[config.mk]
export PLATFORM = sky130hd
export DESIGN_NAME = swz_move_unit
export DESIGN_NICKNAME = d
export VERILOG_FILES = /design/src/rtl/swz_pkg.sv /design/src/rtl/swz_lane.sv /design/src/rtl/swz_guard.sv /design/src/rtl/swz_move_unit.sv
export SDC_FILE = /design/constraint.sdc
export NUM_CORES = 1
export LEC_CHECK = 0
export CAP_MARGIN = 20
export CORE_MARGIN = 2
export CORE_UTILIZATION = 40
export CTS_CLUSTER_SIZE = 20
export DETAILED_ROUTE_END_ITERATION = 8
export GPL_TIMING_DRIVEN = 0
export PLACE_DENSITY_LB_ADDON = 0.12
export SLEW_MARGIN = 25
export SYNTH_ARGS = -nofsm -noshare
export SYNTH_HDL_FRONTEND = slang
export SYNTH_SLANG_ARGS = --single-unit
[constraint.sdc]
create_clock -name clk -period 2.8 [get_ports clk]
set_input_delay 0.7 -clock clk [delete_from_list [all_inputs] [get_ports clk]]
set_output_delay 0.7 -clock clk [all_outputs]
set_load 0.02 [all_outputs]
[src/rtl/swz_pkg.sv]
package swz_pkg;
  localparam int SEL_W = 3;
  localparam logic [SEL_W-1:0] SEL_SKIP = 3'b000;
  localparam logic [SEL_W-1:0] SEL_RSVD = 3'b001;
  localparam logic [SEL_W-1:0] SEL_ZERO = 3'b010;
  localparam logic [SEL_W-1:0] SEL_ONE  = 3'b011;
endpackage

[src/rtl/swz_lane.sv]
module swz_lane
  import swz_pkg::*;
#(
  parameter int          ELEM_W    = 32,
  parameter int          LANES     = 4,
  parameter int          IDX       = 0,
  parameter logic [31:0] FLOAT_ONE = 32'h3F80_0000,
  localparam int         LEN_W     = $clog2(LANES)
) (
  input  logic [SEL_W-1:0]         sel,
  input  logic [LANES*ELEM_W-1:0]  src_flat,
  input  logic                     is_float,
  input  logic [LEN_W-1:0]         src_len_m1,
  input  logic [LEN_W-1:0]         dst_len_m1,
  output logic [ELEM_W-1:0]        data,
  output logic                     wr,
  output logic                     bad_enc,
  output logic                     bad_rng
);
  logic live;
  logic [LEN_W-1:0] pick;

  assign live = (LEN_W'(IDX) <= dst_len_m1);
  assign pick = sel[LEN_W-1:0];

  always_comb begin
    data    = '0;
    wr      = 1'b0;
    bad_enc = 1'b0;
    bad_rng = 1'b0;
    if (live) begin
      if (sel[SEL_W-1]) begin
        wr      = 1'b1;
        data    = src_flat[int'(pick)*ELEM_W +: ELEM_W];
        bad_rng = (pick > src_len_m1);
      end else begin
        unique case (sel)
          SEL_SKIP: wr = 1'b0;
          SEL_RSVD: bad_enc = 1'b1;
          SEL_ZERO: begin
            wr   = 1'b1;
            data = '0;
          end
          default: begin
            wr   = 1'b1;
            data = is_float ? FLOAT_ONE[ELEM_W-1:0] : ELEM_W'(1);
          end
        endcase
      end
    end
  end
endmodule

[src/rtl/swz_guard.sv]
module swz_guard #(
  parameter int LANES = 4,
  parameter int REG_W = 5
) (
  input  logic [REG_W-1:0] src_reg,
  input  logic [REG_W-1:0] dst_reg,
  input  logic [LANES-1:0] lane_bad_enc,
  input  logic [LANES-1:0] lane_bad_rng,
  output logic             odd_reg,
  output logic             any_enc,
  output logic             any_rng,
  output logic             block
);
  assign odd_reg = src_reg[0] | dst_reg[0];
  assign any_enc = |lane_bad_enc;
  assign any_rng = |lane_bad_rng;
  assign block   = odd_reg | any_enc | any_rng;
endmodule

[src/rtl/swz_move_unit.sv]
module swz_move_unit
  import swz_pkg::*;
#(
  parameter int          ELEM_W    = 32,
  parameter int          LANES     = 4,
  parameter int          REG_W     = 5,
  parameter logic [31:0] FLOAT_ONE = 32'h3F80_0000,
  localparam int         LEN_W     = $clog2(LANES),
  localparam int         IMM_W     = LANES*SEL_W,
  localparam int         VEC_W     = LANES*ELEM_W,
  localparam int         HALF_W    = VEC_W/2
) (
  input  logic              clk,
  input  logic              rst,
  input  logic              in_valid,
  input  logic [IMM_W-1:0]  swz_imm,
  input  logic              is_float,
  input  logic [LEN_W-1:0]  src_len_m1,
  input  logic [LEN_W-1:0]  dst_len_m1,
  input  logic [REG_W-1:0]  src_reg,
  input  logic [REG_W-1:0]  dst_reg,
  input  logic [HALF_W-1:0] src_lo,
  input  logic [HALF_W-1:0] src_hi,
  output logic              out_valid,
  output logic [REG_W-1:0]  out_reg,
  output logic [HALF_W-1:0] res_lo,
  output logic [HALF_W-1:0] res_hi,
  output logic [LANES-1:0]  lane_we,
  output logic              err_operand,
  output logic              err_encoding,
  output logic              err_range
);
  logic [VEC_W-1:0] src_flat;
  logic [VEC_W-1:0] lane_data;
  logic [LANES-1:0] lane_wr, lane_enc, lane_rng;
  logic odd_reg, any_enc, any_rng, block;
  logic [VEC_W-1:0] res_q;

  assign src_flat = {src_hi, src_lo};

  for (genvar g = 0; g < LANES; g++) begin : g_lane
    swz_lane #(
      .ELEM_W(ELEM_W), .LANES(LANES), .IDX(g), .FLOAT_ONE(FLOAT_ONE)
    ) i_lane (
      .sel        (swz_imm[g*SEL_W +: SEL_W]),
      .src_flat   (src_flat),
      .is_float   (is_float),
      .src_len_m1 (src_len_m1),
      .dst_len_m1 (dst_len_m1),
      .data       (lane_data[g*ELEM_W +: ELEM_W]),
      .wr         (lane_wr[g]),
      .bad_enc    (lane_enc[g]),
      .bad_rng    (lane_rng[g])
    );
  end

  swz_guard #(.LANES(LANES), .REG_W(REG_W)) i_guard (
    .src_reg      (src_reg),
    .dst_reg      (dst_reg),
    .lane_bad_enc (lane_enc),
    .lane_bad_rng (lane_rng),
    .odd_reg      (odd_reg),
    .any_enc      (any_enc),
    .any_rng      (any_rng),
    .block        (block)
  );

  always_ff @(posedge clk) begin
    if (rst || !in_valid) begin
      out_valid    <= 1'b0;
      out_reg      <= '0;
      lane_we      <= '0;
      res_q        <= '0;
      err_operand  <= 1'b0;
      err_encoding <= 1'b0;
      err_range    <= 1'b0;
    end else begin
      out_valid    <= 1'b1;
      out_reg      <= dst_reg;
      err_operand  <= odd_reg;
      err_encoding <= any_enc;
      err_range    <= any_rng;
      for (int i = 0; i < LANES; i++) begin
        lane_we[i]                  <= lane_wr[i] & ~block;
        res_q[i*ELEM_W +: ELEM_W]   <= (lane_wr[i] & ~block) ?
                                       lane_data[i*ELEM_W +: ELEM_W] : '0;
      end
    end
  end

  assign res_lo = res_q[HALF_W-1:0];
  assign res_hi = res_q[VEC_W-1:HALF_W];


  idle_no_write_chk: assert property (@(posedge clk) disable iff (rst)
    !out_valid |-> lane_we == '0);

  operand_blocks_chk: assert property (@(posedge clk) disable iff (rst)
    err_operand |-> lane_we == '0);

  encoding_blocks_chk: assert property (@(posedge clk) disable iff (rst)
    err_encoding |-> lane_we == '0);

  range_blocks_chk: assert property (@(posedge clk) disable iff (rst)
    err_range |-> lane_we == '0);

  dead_lane_chk: assert property (@(posedge clk) disable iff (rst)
    out_valid |-> (lane_we >> ({1'b0, $past(dst_len_m1)} + 3'd1)) == '0);

  valid_follow_chk: assert property (@(posedge clk) disable iff (rst)
    in_valid |=> out_valid);

  valid_drop_chk: assert property (@(posedge clk) disable iff (rst)
    !in_valid |=> !out_valid);

  skip_lane0_chk: assert property (@(posedge clk) disable iff (rst)
    in_valid && swz_imm[SEL_W-1:0] == SEL_SKIP |=> !lane_we[0]);
endmodule

### Yosys cells after proc, flatten, opt, wreduce, memory -nomap -nowiden

Cells that the tools add are included.

* equality and inequality tests: 8
* bitwise operators: 16
* order comparisons: 8
* reductions and logical operators: 20
* shift-type cells: 4
* muxes and demuxes: 42

Operator list (count)
* $shiftx 128x8->32: 4
* $mux 32: 6
* $mux 30: 3
* $mux 1: 33
* $reduce_or 3->1: 8
* $eq 3x1->1 const B: 4
* $eq 3x2->1 const B: 4
* $logic_not 3->1: 4
* $not 1->1: 9
* $gt 2x2->1: 4
* $reduce_or 2->1: 4
* $reduce_or 4->1: 2
* $and 1x1->1: 4
* $le 1x2->1 const A: 2
* $le 2x2->1 const A: 2
* $or 1x1->1: 3
* $logic_not 1->1: 1
* $logic_or 1x1->1: 1

* bits of input ports: 158
* word-level logic and storage cells: 108
* register bits: 141
* output and inout bits: 141

### Depth between registers and ports, before layout

* depth after elaboration: 11
* depth in mapped cells: 10
* gate-level depth less buffers: 6

### Hierarchy

A second synthesis with hierarchy kept.

* cells, all modules: 714
* area, all modules: 8535.7 um^2

By module, submodules not included
* swz_move_unit: sequential area each 2822.7 um^2, times used 1, cells an instance 295, area each 3946.3 um^2
* swz_lane (g_lane[1].i_lane): sequential area each 0.0 um^2, times used 1, cells an instance 105, area each 1158.6 um^2
* swz_lane (g_lane[0].i_lane): sequential area each 0.0 um^2, times used 1, cells an instance 109, area each 1154.9 um^2
* swz_lane (g_lane[3].i_lane): sequential area each 0.0 um^2, times used 1, cells an instance 102, area each 1138.6 um^2
* swz_lane (g_lane[2].i_lane): sequential area each 0.0 um^2, times used 1, cells an instance 99, area each 1106.1 um^2
* swz_guard: sequential area each 0.0 um^2, times used 1, cells an instance 4, area each 31.3 um^2

### Worst setup path after synthesis

No wires, ideal clock.

* path type: in2reg
* start point: in swz_imm[6]
* end point: reg lane_we[3]
* data required time: 2.668 ns
* buffers on the path: 4
* setup time: 0.132 ns
* data arrival time: 2.322 ns
* setup slack: 0.346 ns
* stages: 10
* path through: buf_4 -> buf_4 -> inv_1 -> ha_1 -> nand2_1 -> o2111ai_1 -> nand4_2 -> buf_2 -> buf_1 -> nor3_1

* longest elaborated chain between the ends: 9
* elaborated cells on any way between the ends: 13
* classes of those cells: order compare (1); eq/ne (1); mux (5); bitwise (4); reduce/logical (2)

Ends and longest elaborated chain
* start, declared: line swz_move_unit.sv:16 `input logic [IMM_W-1:0] swz_imm,`
* $eq 3x1->1: line swz_lane.sv:37 `unique case (sel)`
* $mux 1: line swz_lane.sv:37
* $mux 1: line swz_lane.sv:32 `if (sel[SEL_W-1]) begin`
* $mux 1: line swz_lane.sv:31 `if (live) begin`
* $reduce_or 4->1: line swz_guard.sv:15 `assign any_enc = |lane_bad_enc;`
* $or 1x1->1: line swz_guard.sv:17 `assign block = odd_reg | any_enc | any_rng;`
* $or 1x1->1 *: line swz_guard.sv:17
* $not 1->1 *: line swz_move_unit.sv:84 `lane_we[i] <= lane_wr[i] & ~block;`
* $and 1x1->1 *: line swz_move_unit.sv:84
* end signal, assigned by index: line swz_move_unit.sv:84
* end, declared: line swz_move_unit.sv:28 `output logic [LANES-1:0] lane_we,`

Every way passes the cells marked *; elsewhere a longest branch is shown, timed or not.
A chain may end at the register's enable or synchronous reset.

### Worst setup path in the final report

* start point: in src_len_m1[1]
* end point: reg res_q[111]

* longest elaborated chain between the ends: 9
* elaborated cells on any way between the ends: 18
* classes of those cells: order compare (4); mux (8); bitwise (4); reduce/logical (2)

Ends and longest elaborated chain
* start, declared: line swz_move_unit.sv:18 `input logic [LEN_W-1:0] src_len_m1,`
* $gt 2x2->1: line swz_lane.sv:35 `bad_rng = (pick > src_len_m1);`
* $mux 1: line swz_lane.sv:32
* $mux 1: line swz_lane.sv:31
* $reduce_or 4->1 *: line swz_guard.sv:16 `assign any_rng = |lane_bad_rng;`
* $or 1x1->1 *: line swz_guard.sv:17
* $not 1->1 *: line swz_move_unit.sv:85 `res_q[i*ELEM_W +: ELEM_W] <= (lane_wr[i] & ~block) ?`
* $and 1x1->1 *: line swz_move_unit.sv:85
* $not 1->1 (no line) *
* $reduce_or 3->1 (no line) *
* end signal, assigned by index: line swz_move_unit.sv:85
* end, declared: line swz_move_unit.sv:37 `logic [VEC_W-1:0] res_q;`

Marks and branches as above.

==> results.md <==
* Htree depth at 4
* Post-synth top area cell: dfxtp_1
* Critical path class: in2reg
* Critical Path Source Type: input pin
* Initial Utilization at 40.9%
* Largest net degree at the start of global routing at 17
* Wire per inst at about 24 um
* First-pass GRT wire length at 46.0 mm
* Sequential share of the synthesized area at a little over a third
* Cts bufs inserted at 17
* Comb pwr share at 22.4%
* DP Worst Slack at -0.596 ns
* Post-synth top area share at 35.4%
* Clk pin slew, worst setup/hold paths at around 0.070 ns
* Run status: finished clean
* Antenna cells at 0
* Yosys reg bits at 141
* Die Y at between 100 and 150 um
* Post-Syn Nets at 875
* Final setup TNS at 0 ns
* PwrDens at 472 mW/mm^2
* Main synth FF type: dfxtp_1
* Synth-to-Final Area Change at 48.7%
* Post-detail-place hpwl at around 23 mm
* Initial antenna violation count at 0
* Unique masters post-synth at 36
* Sw power at 1.61 mW
* VDD IR max at 0.436 mV
* Rel. slew slack at 37.6%
* Post-route setup slack at 0.0785 ns
* CTS sink cnt at 141
* Int Power at 3.99 mW
* Post-CTS Hold Fix Bufs at 0
* DR vias at approximately 7600
* Number of synthesized flops with an enable pin at 0
* Critical Path Max Stage Delay at ~0.52 ns
* Final setup viols at 0
* Most common cell in the netlist: dfxtp_1
* Top cells by area, synth: dfxtp_1, mux4_2, mux2i_1
* # DRC at 0
* GRT Overall Usage at between 20 and 30%
* Buffers added on ports at roughly 290
* Ratio of cells with drive above 1 in the final layout at 17.5%
* Max Clk Rate at 0.367 GHz
* CTS tree: yes
* Synth Instances at 709
* Asr flop ratio synth at 0%
* Clock Path Buffers at 2
* Final WL at 30.9 mm
* Pwr Total at around 5.6 mW
* Synth top cells by count: dfxtp_1, mux4_2, mux2i_1
* Worst Hold Class: in2reg
* Critical Path Sink Type: flip-flop
* Remaining antenna violation count at 0
* CP required at 3.12 ns
* Final period utilization at 97.2%
* Clock power share at roughly two fifths
* Sw Ratio at 28.8%
* DRT Pass-1 Iters at 5
* Delay-heaviest family, CP: buffers and inverters
* DRC violation total after the first TritonRoute iteration at 619
* Final Slew Violations at 0
* Synth Warn # at 0
* I/O pin total at between 200 and 300
* Vias in the first global route at 7551
* Crit path time final at approximately 2.7 ns
* Root buffer cell: clkbuf_16
* Die width at 145 um
* Slew @ Worst Pin at 0.937 ns
* Placement Rows at 51
* Core area at 0.0195 mm^2
* Die area at 0.0211 mm^2
* Hold Vio Cnt, Final at 0
* Syn Area/Cell at ~11 um^2
* Highest-delay cell along the critical path: clkdlybuf4s50_1
* Via/cell ratio at 5.88
* Max Cap Viol at 0
* Worst Path Buf+Inv at 4
* Max reg flops at roughly 130
* Mapped Area at 0.00798 mm^2
* RD Place Congestion at 0.943
* Worst-path cell chain: clkdlybuf4s50_1, inv_1, ha_1, nor2b_1, o2111ai_2, nand4_2, buf_2, buf_4, nor4b_1
* Crit path max fanout at 10
* Fillers at 1722
* CP arrival at between 3 and 4 ns
* Fin nets at 1185
* Leak Pwr at approximately 4 nW
* GR Overflow Total at 0
* Flop pwr share at 36.2%
[layout make-up]
cell class / count / area, um^2 / area share (%)
well taps: 265 / 332 / 2.80
repair buffers: 291 / 2910 / 24.5
plain buffers: 81 / 407 / 3.43
clock inverters: 13 / 155 / 1.31
flip-flops and latches: 141 / 2820 / 23.8
inverters: 8 / 30.0 / 0.253
clock buffers: 19 / 443 / 3.73
multi-input cells: 479 / 4770 / 40.2
[power groups by stage]
stage / Clock (mW) / Sequential, mW / Combinational (mW)
floorplan: 0 / 2.09 / 0.668
global placement: 0 / 2.07 / 1.21
detailed placement: 0 / 2.07 / 1.22
CTS: 2.33 / 2.03 / 1.23
global route: 2.40 / 2.03 / 1.33
finish: 2.32 / 2.03 / 1.25
[cells by family after synthesis]
group	Yosys count	synth area share, %
and+or+nand+nor	256	18.2
AOI/OAI and AO/OA	56	4.86
adders and majority gates	8	1.25
DFF	141	35.4
muxes	159	35.0
buffers and inverters	89	5.32
[worst paths after layout]
path	end	slack, ns	startpoint	cells past startpoint
setup / recovery	res_q[111]	0.08	src_len_m1[1]	9
hold / removal	lane_we[2]	0.66	dst_len_m1[1]	3
[cell usage in the layout, fill, tap and decap left out, types with 5 or more instances in the layout]
| cell type | synthesis | routed |
|---|---|---|
| mux4_2 | 96 | 96 |
| inv_1 | 8 | 8 |
| a31oi_1 | 8 | 8 |
| clkinvlp_4 | 0 | 5 |
| mux2i_1 | 63 | 63 |
| nor4b_2 | 0 | 5 |
| o211ai_1 | 10 | 10 |
| nand2_1 | 62 | 62 |
| nor2_1 | 22 | 22 |
| nor4_1 | 26 | 26 |
| ha_1 | 8 | 8 |
| buf_6 | 5 | 6 |
| dfxtp_1 | 141 | 141 |
| clkbuf_16 | 0 | 17 |
| nor4b_1 | 49 | 44 |
| buf_4 | 6 | 9 |
| clkbuf_1 | 41 | 38 |
| and2_1 | 8 | 8 |
| clkdlybuf4s50_1 | 0 | 288 |
| nor2b_1 | 6 | 6 |
| nor3_1 | 62 | 61 |
| buf_2 | 24 | 25 |
| nand2b_1 | 6 | 6 |
| o22ai_1 | 31 | 31 |
[stage by stage]
step,cells,instance area (um^2),utilization [%],hold slack [ns]
3_5_place_dp,1262,11200,57.3,1.18
3_3_place_gp,1262,11200,57.3,1.19
4_1_cts,1294,11800,60.4,0.752
5_1_grt,1297,11900,60.8,0.661
6_report,1297,11900,60.8,0.660
2_1_floorplan,709,7980,-,0.822
[per-layer routing]
metal / wire, um / vias to the layer above / track usage, %
met5: 0 / - / 0
met2: 15000 / 437 / 47.6
met1: 12100 / 3703 / 36.5
met3: 2480 / 74 / 5.57
li1: - / 3410 / -
met4: 1370 / 0 / 13.7
[tightest hold or removal path, delay by kind of cell]
family                 cells  cell delay (ns)
AND/OR/NAND/NOR            2             0.19
buffers and inverters      1             0.15
[repair_timing]
| item | 4_1_cts | 5_1_grt |
|---|---|---|
| setup buffers | 0 | 3 |
| cloned | 0 | 0 |
| endpoints found under the setup margin | 21 | 123 |
| resized for setup | 3 | 15 |
No activity file was read; power rests on OpenSTA's default activity.
